**src/rtl/exc_pkg.sv**
```systemverilog
package exc_pkg;

  localparam int TRACK_STAGES = 3;
  localparam int CAUSE_W      = 3;

  typedef enum logic [CAUSE_W-1:0] {
    EXC_NONE     = 3'd0,
    EXC_IF_PAGE  = 3'd1,
    EXC_IF_ALIGN = 3'd2,
    EXC_IF_PROT  = 3'd3,
    EXC_ID_INSN  = 3'd4,
    EXC_EX_ARITH = 3'd5,
    EXC_MEM_DATA = 3'd6
  } exc_code_e;

  // code posted by tracked stage k (0 = ID, 1 = EX, 2 = MEM)
  function automatic exc_code_e stage_code(int k);
    case (k)
      0:       return EXC_ID_INSN;
      1:       return EXC_EX_ARITH;
      default: return EXC_MEM_DATA;
    endcase
  endfunction

endpackage

```
**src/rtl/exc_track_stage.sv**
```systemverilog
module exc_track_stage #(
  parameter int PC_W = 32,
  parameter exc_pkg::exc_code_e RAISE_CODE = exc_pkg::EXC_ID_INSN
) (
  input  logic                clk,
  input  logic                rst,
  input  logic                adv_i,
  input  logic                kill_i,
  input  logic                raise_i,
  input  logic                in_v,
  input  logic                in_ds,
  input  logic [PC_W-1:0]     in_pc,
  input  logic [PC_W-1:0]     in_npc,
  input  exc_pkg::exc_code_e  in_cause,
  output logic                out_v,
  output logic                out_ds,
  output logic [PC_W-1:0]     out_pc,
  output logic [PC_W-1:0]     out_npc,
  output exc_pkg::exc_code_e  out_cause
);
  import exc_pkg::*;

  logic            v_q, ds_q;
  logic [PC_W-1:0] pc_q, npc_q;
  exc_code_e       cause_q, merged;

  // first cause wins; bubbles never take a cause
  always_comb begin
    merged = cause_q;
    if (v_q && cause_q == EXC_NONE && raise_i) merged = RAISE_CODE;
  end

  always_ff @(posedge clk) begin
    if (rst || kill_i) begin
      v_q     <= 1'b0;
      ds_q    <= 1'b0;
      pc_q    <= '0;
      npc_q   <= '0;
      cause_q <= EXC_NONE;
    end else if (adv_i) begin
      v_q     <= in_v;
      ds_q    <= in_ds;
      pc_q    <= in_pc;
      npc_q   <= in_npc;
      cause_q <= in_cause;
    end else begin
      cause_q <= merged;
    end
  end

  assign out_v     = v_q;
  assign out_ds    = ds_q;
  assign out_pc    = pc_q;
  assign out_npc   = npc_q;
  assign out_cause = merged;


  kill_clears_chk: assert property (@(posedge clk) disable iff (rst)
    $past(kill_i) |-> !v_q);

  bubble_clean_chk: assert property (@(posedge clk) disable iff (rst)
    !v_q |-> cause_q == EXC_NONE);

  cause_sticky_chk: assert property (@(posedge clk) disable iff (rst)
    (!adv_i && !kill_i && v_q && cause_q != EXC_NONE) |=> cause_q == $past(cause_q));

endmodule

```
**src/rtl/exc_commit.sv**
```systemverilog
module exc_commit #(
  parameter int PC_W = 32
) (
  input  logic                clk,
  input  logic                rst,
  input  logic                adv_i,
  input  logic                head_v,
  input  logic                head_ds,
  input  logic [PC_W-1:0]     head_pc,
  input  logic [PC_W-1:0]     head_npc,
  input  exc_pkg::exc_code_e  head_cause,
  output logic                kill_o,
  output logic                trap_o,
  output logic [PC_W-1:0]     epc_o,
  output logic [PC_W-1:0]     enpc_o,
  output logic                slot_o,
  output exc_pkg::exc_code_e  cause_o
);
  import exc_pkg::*;

  logic            fire, trap_q, slot_q;
  logic [PC_W-1:0] epc_q, enpc_q;
  exc_code_e       cause_q;

  // decision at WB entry
  assign fire   = adv_i && head_v && head_cause != EXC_NONE && !trap_q;
  assign kill_o = fire || trap_q;

  always_ff @(posedge clk) begin
    if (rst) begin
      trap_q  <= 1'b0;
      epc_q   <= '0;
      enpc_q  <= '0;
      slot_q  <= 1'b0;
      cause_q <= EXC_NONE;
    end else begin
      trap_q <= fire;
      if (fire) begin
        epc_q   <= head_pc;
        enpc_q  <= head_ds ? head_npc : '0;
        slot_q  <= head_ds;
        cause_q <= head_cause;
      end
    end
  end

  assign trap_o  = trap_q;
  assign epc_o   = epc_q;
  assign enpc_o  = enpc_q;
  assign slot_o  = slot_q;
  assign cause_o = cause_q;


  trap_pulse_chk: assert property (@(posedge clk) disable iff (rst)
    trap_q |=> !trap_q);

  trap_needs_adv_chk: assert property (@(posedge clk) disable iff (rst)
    trap_q |-> $past(adv_i));

  cause_legal_chk: assert property (@(posedge clk) disable iff (rst)
    trap_q |-> (cause_q != EXC_NONE && cause_q <= EXC_MEM_DATA));

  slot_npc_chk: assert property (@(posedge clk) disable iff (rst)
    (trap_q && !slot_q) |-> enpc_q == '0);

endmodule

```
**src/rtl/precise_exc_ctrl.sv**
```systemverilog
module precise_exc_ctrl #(
  parameter int              PC_W     = 32,
  parameter logic [PC_W-1:0] TRAP_VEC = 32'h0000_0080
) (
  input  logic            clk,
  input  logic            rst,
  input  logic            adv_i,
  input  logic            if_valid_i,
  input  logic [PC_W-1:0] if_pc_i,
  input  logic [PC_W-1:0] if_next_pc_i,
  input  logic            if_dslot_i,
  input  logic [1:0]      if_cause_i,
  input  logic [2:0]      raise_i,
  output logic            squash_o,
  output logic            wb_block_o,
  output logic            redirect_o,
  output logic [PC_W-1:0] redirect_pc_o,
  output logic [PC_W-1:0] epc_o,
  output logic [PC_W-1:0] enpc_o,
  output logic            epc_dslot_o,
  output logic [2:0]      cause_o
);
  import exc_pkg::*;

  localparam int TS = TRACK_STAGES;

  // index 0 = record entering ID, index k+1 = record leaving tracked stage k
  logic            rv  [0:TS];
  logic            rds [0:TS];
  logic [PC_W-1:0] rpc [0:TS];
  logic [PC_W-1:0] rnpc[0:TS];
  exc_code_e       rc  [0:TS];
  logic            kill, trap;
  exc_code_e       saved_cause;

  assign rv[0]   = if_valid_i;
  assign rds[0]  = if_dslot_i;
  assign rpc[0]  = if_pc_i;
  assign rnpc[0] = if_next_pc_i;
  assign rc[0]   = if_valid_i ? exc_code_e'({1'b0, if_cause_i}) : EXC_NONE;

  for (genvar k = 0; k < TS; k++) begin : g_stage
    exc_track_stage #(
      .PC_W(PC_W),
      .RAISE_CODE(stage_code(k))
    ) u_stage (
      .clk(clk), .rst(rst), .adv_i(adv_i), .kill_i(kill), .raise_i(raise_i[k]),
      .in_v(rv[k]), .in_ds(rds[k]), .in_pc(rpc[k]), .in_npc(rnpc[k]), .in_cause(rc[k]),
      .out_v(rv[k+1]), .out_ds(rds[k+1]), .out_pc(rpc[k+1]), .out_npc(rnpc[k+1]),
      .out_cause(rc[k+1])
    );
  end

  exc_commit #(.PC_W(PC_W)) u_commit (
    .clk(clk), .rst(rst), .adv_i(adv_i),
    .head_v(rv[TS]), .head_ds(rds[TS]), .head_pc(rpc[TS]), .head_npc(rnpc[TS]),
    .head_cause(rc[TS]),
    .kill_o(kill), .trap_o(trap), .epc_o(epc_o), .enpc_o(enpc_o),
    .slot_o(epc_dslot_o), .cause_o(saved_cause)
  );

  assign squash_o      = trap;
  assign wb_block_o    = trap;
  assign redirect_o    = trap;
  assign redirect_pc_o = TRAP_VEC;
  assign cause_o       = saved_cause;

endmodule

```
**config.mk**
```make
export PLATFORM = sky130hd
export DESIGN_NAME = precise_exc_ctrl
export DESIGN_NICKNAME = d
export VERILOG_FILES = /design/src/rtl/exc_pkg.sv /design/src/rtl/exc_track_stage.sv /design/src/rtl/exc_commit.sv /design/src/rtl/precise_exc_ctrl.sv
export SDC_FILE = /design/constraint.sdc
export NUM_CORES = 1
export LEC_CHECK = 0
export BUFFER_PORTS_ARGS = -buffer_cell sky130_fd_sc_hd__buf_4
export CORE_AREA = 4 4 183 185
export CTS_CLUSTER_SIZE = 40
export DETAILED_ROUTE_END_ITERATION = 12
export DIE_AREA = 0 0 187 189
export SYNTH_ARGS = -nofsm -noshare
export SYNTH_HDL_FRONTEND = slang
export SYNTH_SLANG_ARGS = --single-unit
export TNS_END_PERCENT = 10
```
**constraint.sdc**
```tcl
create_clock -name clk -period 2.6 [get_ports clk]
set_input_delay 0.13 -clock clk [delete_from_list [all_inputs] [get_ports clk]]
set_output_delay 0.13 -clock clk [all_outputs]
set_load 0.05 [all_outputs]
```
# Word level (Yosys, flattened, before mapping)
# Cells that the tools add are included.
# W data, S select, Z words.
[word_totals]
register_bits = 276
input_bits = 74
output_inout_bits = 103
elab_cells = 44
[classes]
muxes = 8
reduce_logical = 16
[op_table]
columns = ["op", "n"]
rows = [
  ["$mux W32", 1],
  ["$mux W3", 6],
  ["$logic_and A1 B1 Y1", 9],
  ["$logic_not A3 Y1", 3],
  ["$reduce_bool A3 Y1", 1],
  ["$logic_or A1 B1 Y1", 2],
  ["$mux W2", 1],
  ["$logic_not A1 Y1", 1],
]

# Logic depth before layout (Yosys ltp)
# Gate-level depths: netlist of the first run.
[logic_depth]
ltp_word = 9
depth_mapped = 7
depth_no_buf = 3

# By module
# Synthesis of the first run repeated with hierarchy kept, for this count alone.
[hier_totals]
hier_cells = 1050
hier_area_um2 = 10485.1
[modules_own_cells]
columns = ["mod", "instances", "cells_each", "area_each_um2"]
rows = [
  ["exc_track_stage at g_stage[1].u_stage ...", 2, 231, 2501.1],
  ["exc_commit", 1, 321, 2728.9],
  ["exc_track_stage at g_stage[0].u_stage", 1, 229, 2478.6],
  ["precise_exc_ctrl", 1, 38, 275.3],
]

# Worst setup path after synthesis of the first run
# No wires, ideal clock.
[synth_timing]
kind = "register -> register"
start = "register g_stage[2].u_stage.cause_q[0]"
end = "register g_stage[1].u_stage.npc_q[0]"
setup_ns = 0.064
t_arrival_ns = 1.858
required_ns = 2.536
setup_slack_ns = 0.678
stages_incl_launch_ff = 8
path_buffers = 4
synth_period_minus_slack_ns = 1.922
path_cell_list = "dfxtp_1 or4_1 buf_2 a311o_1 buf_6 buf_8 buf_12 nor2_4"
[synth_via]
elab_chain_len = 9
[synth_lines]
columns = ["element", "line_no", "text"]
rows = [
  ["from (decl)", "exc_track_stage.sv:25", "exc_code_e cause_q, merged;"],
  ["from (signal assigned)", "exc_track_stage.sv:45", "cause_q <= in_cause;"],
  ["from (signal assigned)", "exc_track_stage.sv:47", "cause_q <= merged;"],
  ["$logic_not A3 Y1", "exc_track_stage.sv:30", "if (v_q && cause_q == EXC_NONE && raise_i) merged = RAISE_CODE;"],
  ["$logic_and A1 B1 Y1 (2 in series)", "exc_track_stage.sv:30", ""],
  ["$mux W3 (*)", "exc_track_stage.sv:30", ""],
  ["$reduce_bool A3 Y1 (*)", "exc_commit.sv:26", "assign fire = adv_i && head_v && head_cause != EXC_NONE && !trap_q;"],
  ["$logic_and A1 B1 Y1 (*) (2 in series)", "exc_commit.sv:26", ""],
  ["$logic_or A1 B1 Y1 (*)", "exc_commit.sv:27", "assign kill_o = fire || trap_q;"],
  ["$logic_or A1 B1 Y1 (*)", "exc_track_stage.sv:34", "if (rst || kill_i) begin"],
  ["to (signal assigned)", "exc_track_stage.sv:44", "npc_q <= in_npc;"],
  ["to (decl)", "exc_track_stage.sv:24", "logic [PC_W-1:0] pc_q, npc_q;"],
]
# Every way passes the cells marked *; elsewhere a longest branch is shown, timed or not.
# A chain may end at the register's enable or synchronous reset.

# Worst setup path after layout of the first run
[layout_timing]
start = "register g_stage[2].u_stage.cause_q[0]"
end = "register g_stage[0].u_stage.ds_q"
[layout_via]
elab_chain_len = 9
[layout_lines]
columns = ["element", "line_no", "text"]
rows = [
  ["$logic_not A3 Y1", "exc_track_stage.sv:30", ""],
  ["$logic_and A1 B1 Y1 (2 in series)", "exc_track_stage.sv:30", ""],
  ["$mux W3 (*)", "exc_track_stage.sv:30", ""],
  ["$reduce_bool A3 Y1 (*)", "exc_commit.sv:26", ""],
  ["$logic_and A1 B1 Y1 (*) (2 in series)", "exc_commit.sv:26", ""],
  ["$logic_or A1 B1 Y1 (*)", "exc_commit.sv:27", ""],
  ["$logic_or A1 B1 Y1 (*)", "exc_track_stage.sv:34", ""],
  ["to (signal assigned)", "exc_track_stage.sv:42", "ds_q <= in_ds;"],
  ["to (decl)", "exc_track_stage.sv:23", "logic v_q, ds_q;"],
]
# Marked as above.

==> results of run 1 <==
[synthesized netlist by cell type]
| cell type | instances |
|---|---|
| buf_1 | 6 |
| nor4_1 | 3 |
| a211oi_1 | 4 |
| buf_4 | 35 |
| or4_1 | 1 |
| a21oi_1 | 71 |
| conb_1 | 2 |
| inv_1 | 1 |
| nor3_1 | 4 |
| and3b_1 | 1 |
| clkbuf_1 | 65 |
| buf_12 | 9 |
| o21ai_0 | 67 |
| a311oi_1 | 1 |
| nor2_4 | 90 |
| mux2i_1 | 199 |
| nand3b_1 | 1 |
| dfxtp_1 | 276 |
| buf_6 | 6 |
| nand4_1 | 32 |
| buf_8 | 1 |
| a311o_1 | 1 |
| nor4bb_1 | 4 |
| nor2_1 | 105 |
| nor2_2 | 10 |
| nand3_1 | 36 |
| buf_2 | 1 |
| a31oi_1 | 1 |
| nand2_1 | 4 |
[worst min-delay path by stage]
stage / to / slack [ps] / depth (start not counted)
2_1_floorplan: g_stage[0].u_stage.out_ds / 280 / 2
3_3_place_gp: g_stage[0].u_stage.out_npc[15] / 360 / 3
3_5_place_dp: g_stage[0].u_stage.out_npc[12] / 370 / 3
4_1_cts: g_stage[0].u_stage.cause_q[2] / 40 / 4
5_1_grt: g_stage[0].u_stage.cause_q[2] / 90 / 4
6_report: g_stage[0].u_stage.cause_q[2] / 70 / 4
[logic make-up (layout without fill, tap and decap cells)]
logic type,after synthesis,in the layout,synth area share [%]
flops,276,276,50.1
other cells,2,33,0.0680
simple gates,291,291,17.8
compound gates,145,145,6.76
buf+inv,124,281,7.25
mux,199,199,18.0
[cell type report]
class,instances,area (um2)
fill,3116,18200
antenna,1,2.50
sequential,276,5530
multi-input combinational,667,4840
timing repair buffer,228,1950
tap,408,510
clock inverter,9,97.6
inverter,1,3.75
clock buffer,43,871
[per-stage QoR]
stage               worst slack [ps]  hold WS [ps]  util, %  area, um2  power [uW]
floorplan                        678           277        -      11200        5160
global placement                 474           362     37.9      12100        5280
detailed placement               410           371     37.9      12100        5300
CTS                              397          39.1     43.1      13800        9590
global route                     301          92.6     43.1      13800        9830
finish                           424          71.4     43.1      13800        9430
[flip-flops by register name, indices dropped and copies added (netlist names)]
name and count:
g_stage.u_stage.cause_q 9, g_stage.u_stage.out_ds 3, g_stage.u_stage.out_npc 96, g_stage.u_stage.out_pc 96
g_stage.u_stage.out_v 3, u_commit.cause_o 3, u_commit.enpc_o 32, u_commit.epc_o 32
u_commit.slot_o 1, u_commit.trap_o 1
[tightest hold or removal path, stage by stage]
cell      delay, ps
buf_4           110
nor4bb_1        130
nor2_1          120
nor4_1           60
[what timing repair did]
action | 4_1_cts | 5_1_grt
hold endpoints to repair | 69 | 0
hold buffers | 69 | 0
setup endpoints to repair | 0 | 0
[where the power goes]
group / switching [uW] / internal, uW
Clock: 1650 / 2500
Sequential: 64.4 / 4350
Combinational: 528 / 333
[routing by layer]
| layer | share of wire [%] | wire, um |
|---|---|---|
| met5 | 0 | 0 |
| met4 | 2.5 | 623 |
| met3 | 5.8 | 1430 |
| met2 | 47 | 11600 |
| met1 | 45 | 11200 |
==> impl_results.md, run 1 <==
* Gr ovfl total at 0
* Antenna Violating Nets Remaining at 0
* Reg2Reg Capture Point: g_stage[0].u_stage.out_ds
* Pin count of the biggest net entering global routing at 94
* CP Capture Type: flop
* CP Data Required Time at slightly above 3000 ps
* Critical path cell sequence: or4_2 > a311o_2 > buf_12 > nor2_1
* Area Overhead vs Synth at 25.0%
* DP Cell Count at 1511
* Origin of the worst setup path: g_stage[2].u_stage.cause_q[0]
* Slew @ Worst Pin at 923 ps
* Clock transition at the registers of the reported paths at 60 ps
* H-tree Lvls at 1
* Crit path arrival time at about 2700 ps
* P_leak at ~0.0056 uW
* Slew Limit Headroom at around two fifths
* CTS tree: built
* Share of layout cells above drive strength 1 at 25.2%
* Top cells by area, synth: dfxtp_1, mux2i_1, nor2_4
* VDD IR max at approximately 0.00048 V
* Final period util at 83.7%
* Synth Instances at 1037
* Max_cap viols at 0
* Worst R2R Path Depth at 4
* Clock sinks at 276
* Final hold vios at 0
* GR Layer Usage met3 at 3.47%
* Seq/Total Area, Yosys at 50.1%
* Synth warn at 0
* Top cell type's share of synthesized area at 50.1%
* Vias in the first global route at around 7.5k
* Io pins at 177
* Max-slew violations at 0
* Vias at 7757
* Clk_lat worst skew at 550 ps
* HP Start: raise_i[0]
* Post-route minimum period at 2180 ps
* Die area at about 0.035 mm2
* CTS Root Cell: clkbuf_16
* Commonest non-fill, non-tap cells in the layout: dfxtp_1, mux2i_1, buf_4, nor2_1, nor2_4
* Die height at 189 um
* CTS max path bufs at 3
* IO buf count at between 100 and 150
* Critical Path Sink: g_stage[0].u_stage.out_ds
* M2 GR Usage at 22.9%
* CP Max Fanout at 77
* Setup CP Type: reg -> reg
* Met1 GRT Util at around 18%
* GP Congestion at 0.696
* Yosys reg bits at 276
* Drt pass-1 iters at 4
* Die width at 187 um
* Fin Setup TNS at 0 ps
* First-pass GRT wire length at 40500 um
* Reg-to-reg critical path startpoint: g_stage[2].u_stage.cause_q[0]
* Core region area at between 0.03 and 0.04 mm2
* Yosys cell types at 29
* Outcome: completed
* Crit path launch type: flop
* Vias per cell at around 4.8
* HP Class: in -> reg
* Num rows at 66
* Commonest non-fill, non-tap cell in the layout: dfxtp_1
* Post-DP HPWL at 14600 um
* WL per Instance at 15.2 um
* Antenna violations before repair at 1
* CP max stage cell: or4_2
* Worst R2R Setup Slack at between 400 and 500 ps
* CTS Buf Count at 30
* Clock skew at 14.8 ps
* Final std cells w/o fill at 1633
* Starting Density at 34.5%
* Post-synthesis cell area at 0.0110 mm2
* RSZ-0062 raised after global routing: no
* Leading area contributor after synthesis: dfxtp_1
* Drt initial violations at ~330
* Postcts setup bufs at 0
* Nets@finish at 1278
* Grt peak-use layer: met2
* Delay of the slowest cell on the worst path at approximately 670 ps
* Mean Syn Cell Area at approximately 11 um2
* Fmax at 460 MHz
* DRC at 0
* Top delay family on crit path: simple AND/OR/NAND/NOR gates
* Final setup vio count at 0
* Buf+Inv Stages, Crit Path at 1
* Total track usage at 13.6%
* Drt total wl at 24900 um
* Pwr Density at between 600 and 700 mW/mm2
* Worst path depth at 4
* Post-cts sizing count at 0
Power figures use the tool's default switching activity.
==> run 2: changes to the inputs <==
- ABC_AREA: not set -> 1
- CORE_AREA: 4 4 183 185 -> 4 4 184 186
- DIE_AREA: 0 0 187 189 -> 0 0 188 190
- clock period: 2.6 -> 1.9 ns (I/O delays scaled with it)
==> run 2 against run 1 <==
Compared with the run above:
- non-clock buffer count is 10 higher
- critical path depth up 4
- clock skew rose by 1.9 ps
- combinational power up 24%
- synthesized cell count rose by 30%
- cell area rose by 1.9%
- utilization increased by 0.48 points
- worst hold slack improved by 300 ps
- flip-flop and latch count unchanged
- register-to-register slack worse by 190 ps
- wire length increased by 6.7%
- global-route usage up 0.55 points
==> impl_results.md, run 2 <==
* Final period util at between 90 and 100%
* Nets@finish at 1581
* Max_cap viols at 0
* Origin of the worst setup path: adv_i
* IO buf count at 144
* Antenna violations before repair at 0
* CP Max Fanout at 104
* Yosys reg bits at around 280
* Vias at 8825
* Drt initial violations at 520
* Drt total wl at 26600 um
* GP Congestion at 0.768
* Core region area at 0.0323 mm2
* Slew @ Worst Pin at 803 ps
* Top cell type's share of synthesized area at 49.8%
* HP Class: in -> reg
* Final std cells w/o fill at roughly 2.0k
* Synth cell count leaders: nand2_1, dfxtp_1, a21oi_2
* Leading area contributor after synthesis: dfxtp_1
* Die area at 0.0357 mm2
* CTS Buf Count at 30
* Yosys cell types at 19
* Fmax at 564 MHz
* Seq/Total Area, Yosys at 49.8%
* Top cells by area, synth: dfxtp_1, nand2_1, a21oi_2
* CP Data Required Time at 2380 ps
* P_leak at roughly 0.0053 uW
* Die width at 188 um
* Starting Density at 34.4%
* Clock skew at 16.7 ps
* Num rows at 66
* CTS tree: built
* Crit path arrival time at 2250 ps
* WL per Instance at 13.5 um
* HP Start: if_pc_i[13]
* Setup CP Type: in -> reg
* Clock transition at the registers of the reported paths at 60 ps
* Fin Setup TNS at 0 ps
* Ys async rst share at 0%
* EDFF count, synth at 0
* Synth Instances at 1347
* Commonest non-fill, non-tap cells in the layout: nand2_1, dfxtp_1, a21oi_2, buf_4, a21oi_1
* Mean Syn Cell Area at 8.24 um2
* Post-CTS Hold Fix Bufs at 75
* Post-cts sizing count at 0
* H-tree Lvls at 1
* CTS Root Cell: clkbuf_16
* Post-DP HPWL at 16200 um
* Outcome: completed
* Synth warn at 0
* Slew Limit Headroom at 46.5%
* Commonest non-fill, non-tap cell in the layout: nand2_1
* Total track usage at 14.2%
* CTS max path bufs at 3
* Clk_lat worst skew at 540 ps
* DRC at 0
* Antenna Violating Nets Remaining at 0
* Drt pass-1 iters at 4
* Final hold vios at 0
* Vias in the first global route at 8593
* CP Capture Type: flop
* Post-route minimum period at 1770 ps
* Pwr Density at roughly 930 mW/mm2
* Crit path launch type: primary input
* RSZ-0062 raised after global routing: no
* VDD IR max at between 0.0006 and 0.0007 V
* Gr ovfl total at 0
* Reg-to-reg critical path startpoint: g_stage[2].u_stage.cause_q[0]
* Die height at 190 um
* Postcts setup bufs at 0
* Post-synthesis cell area at 0.0111 mm2
* Core Util, Final at 43.6%
* Clock sinks at 276
* Vias per cell at 4.48
* First-pass GRT wire length at 43500 um
* Max-slew violations at 0
* Pin count of the biggest net entering global routing at 115
* Main flop type after synthesis: dfxtp_1
* Cell with the most instances after synthesis: nand2_1
* Final setup vio count at 0
* DP Cell Count at 1842
* WHS at 372 ps
* Area Overhead vs Synth at 26.8%
* Share of layout cells above drive strength 1 at 26.2%
* Io pins at 177
* Ant diodes at 0
==> run 2: changes by cell type in the layout (fill, tap and decap cells not counted), sizes merged, moves of 6 or more <==
cell         previous run  this run
nor2                  205        20
dlygate4sd3            69        75
nand3                  36         5
o21ai                  67         0
nand2                   4       516
mux2i                 199         0
inv                     1        50
a21oi                  71       268
nand4                  32        69
==> run 2: final cells by class <==
type	instances	area, um2
Fill cell	3204	18200
Sequential cell	276	5530
Multi-Input combinational cell	912	4660
Timing Repair Buffer	238	2090
Clock buffer	47	946
Tap cell	442	553
Inverter	49	189
Clock inverter	8	98.8
==> run 2: routing by layer <==
metal | GRT usage (%) | up-vias | wire length (um) | share of wire (%)
li1 | - | 4611 | - | -
met1 | 19.9 | 3993 | 12900 | 49
met2 | 22.5 | 180 | 11800 | 44
met3 | 2.73 | 41 | 1310 | 4.9
met4 | 3.81 | 0 | 544 | 2.0
met5 | 0 | - | 0 | 0
==> run 2: cells by family after synthesis <==
family                 share of synthesized area, %
flip-flops                                     49.8
AND/OR/NAND/NOR                                22.5
AO/OA/AOI/OAI                                  18.2
buffers and inverters                          9.44
other                                        0.0677
==> run 2: final timing paths <==
kind | to | slack, ps | depth (start not counted)
worst max register to register | g_stage[0].u_stage.out_pc[29] | 230 | 6
worst max-delay path | g_stage[0].u_stage.cause_q[1] | 130 | 8
worst min register to register | u_commit.enpc_o[14] | 460 | 2
worst min-delay path | g_stage[0].u_stage.out_pc[13] | 370 | 4
==> run 2: stage by stage <==
stage / worst slack, ps / instance area [um2] / power (uW)
CTS: 184 / 14100 / 13200
global route: 18.4 / 14100 / 13600
floorplan: 266 / 11200 / 6900
finish: 125 / 14100 / 13100
global placement: 332 / 12300 / 7080
detailed placement: 265 / 12300 / 7090
==> run 2: power breakdown <==
part / leakage [uW] / switching (uW) / internal, uW
registers: 0.00224 / 75.2 / 5940
logic: 0.00252 / 677 / 389
clock network: 0.000512 / 2300 / 3670
==> run 2: critical path: stages <==
cell and delay [ps]:
dlygate4sd3_1 550, buf_6 170, buf_12 350, nand2_1 150, inv_1 130, nand2_1 60
dlygate4sd3_1 570, a21oi_2 130
